$ cat src/rtl/bxd_pkg.sv
package bxd_pkg;
   typedef struct packed {
      logic vld;
      logic first;
      logic last;
   } bxd_ctl_t;
endpackage

$ cat src/rtl/bxd_popcnt.sv
module bxd_popcnt #(
   parameter int WORD_W = 64,
   parameter int GROUPS = 4,
   localparam int GRP_W = WORD_W / GROUPS,
   localparam int GPC_W = $clog2(GRP_W + 1),
   localparam int PC_W  = $clog2(WORD_W + 1)
) (
   input  logic              clk,
   input  logic              rst_n,
   input  logic [WORD_W-1:0] word,
   output logic [PC_W-1:0]   count
);
   if (WORD_W % GROUPS != 0) begin : g_bad_split
      $error("bxd_popcnt: WORD_W must divide evenly into GROUPS");
   end

   logic [GROUPS-1:0][GPC_W-1:0] grp_q;

   for (genvar g = 0; g < GROUPS; g++) begin : g_grp
      logic [GPC_W-1:0] grp_sum;
      always_comb begin
         grp_sum = '0;
         for (int i = 0; i < GRP_W; i++)
            grp_sum = grp_sum + GPC_W'(word[g*GRP_W+i]);
      end
      always_ff @(posedge clk or negedge rst_n)
         if (!rst_n) grp_q[g] <= '0;
         else        grp_q[g] <= grp_sum;
   end

   logic [PC_W-1:0] total;
   always_comb begin
      total = '0;
      for (int g = 0; g < GROUPS; g++)
         total = total + PC_W'(grp_q[g]);
   end

   always_ff @(posedge clk or negedge rst_n)
      if (!rst_n) count <= '0;
      else        count <= total;
endmodule

$ cat src/rtl/bxd_scaler.sv
module bxd_scaler #(
   parameter int ACC_W    = 20,
   parameter int SCALE_W  = 8,
   parameter int FRAC_W   = 4,
   parameter int OUT_W    = 16,
   parameter bit SCALE_EN = 1'b1,
   localparam int P_W     = ACC_W + SCALE_W + 1
) (
   input  logic signed [ACC_W-1:0]   sum,
   input  logic        [SCALE_W-1:0] scale,
   output logic signed [OUT_W-1:0]   result
);
   if (FRAC_W < 1 || FRAC_W >= SCALE_W) begin : g_bad_frac
      $error("bxd_scaler: FRAC_W must lie in 1..SCALE_W-1");
   end
   if (OUT_W >= P_W || OUT_W > 31) begin : g_bad_out
      $error("bxd_scaler: OUT_W too wide for the product");
   end

   localparam logic [P_W-1:0] POS_LIM = P_W'((64'd1 << (OUT_W-1)) - 1);
   localparam logic [P_W-1:0] NEG_LIM = P_W'(64'd1 << (OUT_W-1));

   logic signed [P_W-1:0] prod;
   logic        [P_W-1:0] mag, rnd, neg_v;
   logic                  neg;

   if (SCALE_EN) begin : g_scaled
      logic signed [SCALE_W:0] scale_s;
      assign scale_s = $signed({1'b0, scale});
      always_comb begin
         prod = P_W'(sum) * P_W'(scale_s);
         neg  = prod[P_W-1];
         mag  = neg ? P_W'(-prod) : P_W'(prod);
         rnd  = (mag + (P_W'(1) << (FRAC_W-1))) >> FRAC_W;
      end
   end else begin : g_bypass
      logic [SCALE_W-1:0] unused_scale;
      assign unused_scale = scale;
      always_comb begin
         prod = P_W'(sum);
         neg  = prod[P_W-1];
         mag  = neg ? P_W'(-prod) : P_W'(prod);
         rnd  = mag;
      end
   end

   always_comb begin
      neg_v = -rnd;
      if (neg)
         result = (rnd > NEG_LIM) ? OUT_W'(NEG_LIM) : neg_v[OUT_W-1:0];
      else
         result = (rnd > POS_LIM) ? OUT_W'(POS_LIM) : rnd[OUT_W-1:0];
   end
endmodule

$ cat src/rtl/bxd_dot_unit.sv
module bxd_dot_unit
   import bxd_pkg::*;
#(
   parameter int WORD_W   = 64,
   parameter int GROUPS   = 4,
   parameter int ACC_W    = 20,
   parameter int SCALE_W  = 8,
   parameter int FRAC_W   = 4,
   parameter int OUT_W    = 16,
   parameter bit SCALE_EN = 1'b1,
   localparam int PC_W    = $clog2(WORD_W + 1),
   localparam int DOT_W   = PC_W + 2
) (
   input  logic                     clk,
   input  logic                     rst_n,
   input  logic                     in_valid,
   input  logic                     in_first,
   input  logic                     in_last,
   input  logic [WORD_W-1:0]        in_act,
   input  logic [WORD_W-1:0]        in_wgt,
   input  logic [SCALE_W-1:0]       in_scale,
   output logic                     out_valid,
   output logic signed [OUT_W-1:0]  out_data
);
   if (ACC_W <= DOT_W) begin : g_bad_acc
      $error("bxd_dot_unit: ACC_W must exceed one word's partial sum");
   end

   // stage 1/2: popcount of agreeing bit positions
   logic [PC_W-1:0] agree_cnt;
   bxd_popcnt #(.WORD_W(WORD_W), .GROUPS(GROUPS)) u_pop (
      .clk   (clk),
      .rst_n (rst_n),
      .word  (~(in_act ^ in_wgt)),
      .count (agree_cnt)
   );

   bxd_ctl_t           ctl_s1, ctl_s2;
   logic [SCALE_W-1:0] scl_s1, scl_s2;

   always_ff @(posedge clk or negedge rst_n)
      if (!rst_n) begin
         ctl_s1 <= '0;
         ctl_s2 <= '0;
         scl_s1 <= '0;
         scl_s2 <= '0;
      end else begin
         ctl_s1 <= '{vld: in_valid, first: in_first, last: in_last};
         ctl_s2 <= ctl_s1;
         scl_s1 <= in_scale;
         scl_s2 <= scl_s1;
      end

   // stage 3: signed conversion, accumulation, scaling
   logic signed [DOT_W-1:0] dot;
   logic signed [ACC_W-1:0] acc_q, acc_base, acc_nxt;
   logic signed [OUT_W-1:0] scaled;

   always_comb begin
      dot      = $signed({1'b0, agree_cnt, 1'b0}) - $signed(DOT_W'(WORD_W));
      acc_base = ctl_s2.first ? '0 : acc_q;
      acc_nxt  = acc_base + ACC_W'(dot);
   end

   bxd_scaler #(
      .ACC_W(ACC_W), .SCALE_W(SCALE_W), .FRAC_W(FRAC_W),
      .OUT_W(OUT_W), .SCALE_EN(SCALE_EN)
   ) u_scl (
      .sum    (acc_nxt),
      .scale  (scl_s2),
      .result (scaled)
   );

   always_ff @(posedge clk or negedge rst_n)
      if (!rst_n) begin
         acc_q     <= '0;
         out_valid <= 1'b0;
         out_data  <= '0;
      end else begin
         out_valid <= ctl_s2.vld & ctl_s2.last;
         if (ctl_s2.vld) begin
            acc_q <= acc_nxt;
            if (ctl_s2.last) out_data <= scaled;
         end
      end
endmodule

$ cat config.mk
export PLATFORM = sky130hd
export DESIGN_NAME = bxd_dot_unit
export DESIGN_NICKNAME = d
export VERILOG_FILES = /design/src/rtl/bxd_pkg.sv /design/src/rtl/bxd_popcnt.sv /design/src/rtl/bxd_scaler.sv /design/src/rtl/bxd_dot_unit.sv
export SDC_FILE = /design/constraint.sdc
export NUM_CORES = 1
export LEC_CHECK = 0
export ABC_AREA = 1
export CORE_MARGIN = 3
export CORE_UTILIZATION = 45
export CTS_CLUSTER_DIAMETER = 40
export DETAILED_ROUTE_END_ITERATION = 8
export PLACE_DENSITY = 0.75
export SYNTH_ARGS = -nofsm -noshare
export SYNTH_HDL_FRONTEND = slang
export SYNTH_SLANG_ARGS = --single-unit
$ cat constraint.sdc
create_clock -name clk -period 9.6 [get_ports clk]
set_input_delay 1.92 -clock clk [delete_from_list [all_inputs] [get_ports clk]]
set_output_delay 1.92 -clock clk [all_outputs]
set_load 0.05 [all_outputs]
==> flow_summary.json <==
{
  "status": "completed",
  "max-slew-margin-rel": 0.3406,
  "finalSetupViolations": 0,
  "grt_pass1_vias": 13594,
  "nets": 2595,
  "dieArea_um2": 34760,
  "synth-main-ff-cell": "dfrtp_1",
  "layout-drive-gt1-share": 0.1187,
  "tightest_slew_ns": 0.9891,
  "io_pins": 158,
  "fp.coreArea_um2": 31800,
  "worst_slack_ns": 0.3896,
  "overflow": 0,
  "antenna_left": 0,
  "path_class": "reg2reg",
  "fin_crit_sh": 0.9594,
  "hp-class": "reg2reg",
  "htree_levels": 3,
  "grt_max_degree": 79,
  "clock-root-buffer": "clkbuf_16",
  "ys_types": 45,
  "drtPass1Iterations": 5,
  "synth_warnings": 0,
  "grt_pass1_wl_um": 62940,
  "max-clock-path-buffers": 2,
  "worst_r2r_path_depth": 61,
  "crit_path_start_kind": "flip-flop",
  "cp-end-kind": "flip-flop",
  "worst-r2r-setup-slack_ns": 0.39,
  "dp_cells": 2569,
  "fin_skew_ns": 0.01023,
  "viasPerCell": 5.049,
  "seq_area_um2": 2153,
  "antenna_found_initial": 0,
  "clk_pin_slew_ns": 0.07,
  "yosysTopAreaCell": "fa_1",
  "drtIter0Drc": 787,
  "rr_startpoint": "ctl_s2[1]",
  "synth-seq-cells": 86,
  "max_cap_viol_count": 0,
  "slowest_delay_ns": 0.55,
  "synth_fp_nets": 2426,
  "arrival_ns": 9.49,
  "finalNonFillerCells": 2609,
  "fin_tns_setup_ns": 0,
  "fin_util": 0.5544,
  "cpMostUsedCell": "nand2_2",
  "hp-start": "ctl_s1[2]",
  "die-height_um": 186.5,
  "rows": 65,
  "drt_wl_total_um": 38080,
  "synth_common_cells": "468 x nand2_1, 399 x inv_1, 221 x nor2_1",
  "n_antenna_cell": 0,
  "syn2layout_area_growth_pct": 20.31,
  "vias": 13172,
  "fmax_ghz": 0.1086,
  "worstHoldPathCells": 0,
  "synthArstFlopShare": 1.000,
  "synth.most_common_cell": "nand2_1",
  "wl_per_cell_um": 14.60,
  "drc": 0,
  "synth_top_cell_area_share": 0.2336,
  "hold_end": "ctl_s2[2]",
  "gp_congestion": 0.9673,
  "initial_core_util": 0.4608,
  "numCtsBuffers": 9,
  "synth_area_per_cell_um2": 7.326,
  "synth-edff-count": 0,
  "cts.sinks": 86,
  "die_w_um": 186.5,
  "io_buffers": 157,
  "period_needed_ns": 9.210,
  "synth_seq_area_share": 0.1469,
  "hold_viol": 0,
  "worst_r2r_endpoint": "out_data[9]",
  "worstSkewPairLatency_ns": 0.35,
  "cp_slowest_cell": "fa_1",
  "crit_fanout": 7,
  "dpl.hpwl_um": 31890,
  "synth.area.top_cells": "fa_1 23%, dfrtp_1 15%, nand2_1 12%",
  "multi_input_area_um2": 11230,
  "fillers": 2918,
  "crit_required_ns": 9.88,
  "syn-cell-area_um2": 14650,
  "pre_cts_ws_ns": -0.2495,
  "cts_tree": "done",
  "track_usage": 0.2163,
  "syn_inst": 2000,
  "cts_hold_buffers": 0,
  "finalMaxSlewViolations": 0
}
## cell usage in the layout, fill, tap and decap left out, types with 10 or more instances in the layout
cell type        count
inv_1              396
xor2_1              57
nand3_2             11
nand4_1             31
buf_4               26
fa_1               171
clkbuf_16           10
nand2_2             60
o21ai_0             45
dfrtp_1             85
o21ai_1             10
clkdlybuf4s50_1    156
a21oi_2             13
nand2_1            438
nor2_4              23
a21oi_1             39
nor2_1             203
xnor2_1             58
ha_1               105
nor2_2              33
nand3_1             82
inv_2               19
## layout make-up
| cell class | count | area share |
|---|---|---|
| flip-flops and latches | 86 | 0.1222 |
| inverters | 422 | 0.09000 |
| well taps | 435 | 0.03088 |
| clock inverters | 6 | 0.002697 |
| clock buffers | 10 | 0.01299 |
| repair buffers | 186 | 0.1042 |
| multi-input cells | 1464 | 0.6371 |
## sequential cells by signal (all words and copies together) (netlist names)
register,flops
scl_s2,8
out_valid,1
u_pop.grp_q,20
out_data,16
ctl_s1,3
scl_s1,8
acc_q,20
ctl_s2,3
u_pop.count,7
## routing by layer
metal,vias to the layer above,track usage,share of wire
met4,0,0.07473,0.032
li1,6361,-,-
met5,-,0,0
met1,6284,0.2608,0.40
met2,454,0.4012,0.51
met3,73,0.02311,0.055
## what timing repair did
item | in CTS | in global routing
buffers inserted | 1 | 20
endpoints found under the setup margin | 15 | 16
gates resized for setup | 8 | 114
gates cloned | 1 | 2
pin swaps | 1 | 54
## metrics by stage
step                      hold WS [ns]  instance area (um2)
after CTS                       0.3494                17020
final                           0.3487                17630
after global placement          0.3327                16670
after detailed placement        0.3347                16670
after floorplan                 0.3312                14650
after global routing            0.3584                17630
## cells by family after synthesis
group,Yosys count,synth area share
buffers and inverters,452,0.1184
xor gates and xnor gates,122,0.07395
AOI/OAI and AO/OA,128,0.04807
adders and majority gates,285,0.3310
and+or+nand+nor,927,0.2817
DFF,86,0.1469
## worst max path at each step
stage	endpoint	from	depth (start not counted)
global route	out_data[4]	ctl_s2[1]	63
floorplan	out_data[10]	ctl_s2[1]	67
finish	out_data[9]	ctl_s2[1]	61
global placement	out_data[11]	ctl_s2[1]	60
CTS	out_data[10]	ctl_s2[1]	62
detailed placement	out_data[10]	ctl_s2[1]	60
## worst max-delay path: cells and delay by family (launching register included)
family,cells,cell delay [ns]
DFF,1,0.46
AOI/OAI and AO/OA,11,1.57
adders and majority gates,7,2.77
buffers and inverters,7,0.55
and+or+nand+nor,36,3.81
Power is not shown: default switching activity piles up to over one toggle a cycle in this logic, so the estimate is an artifact.
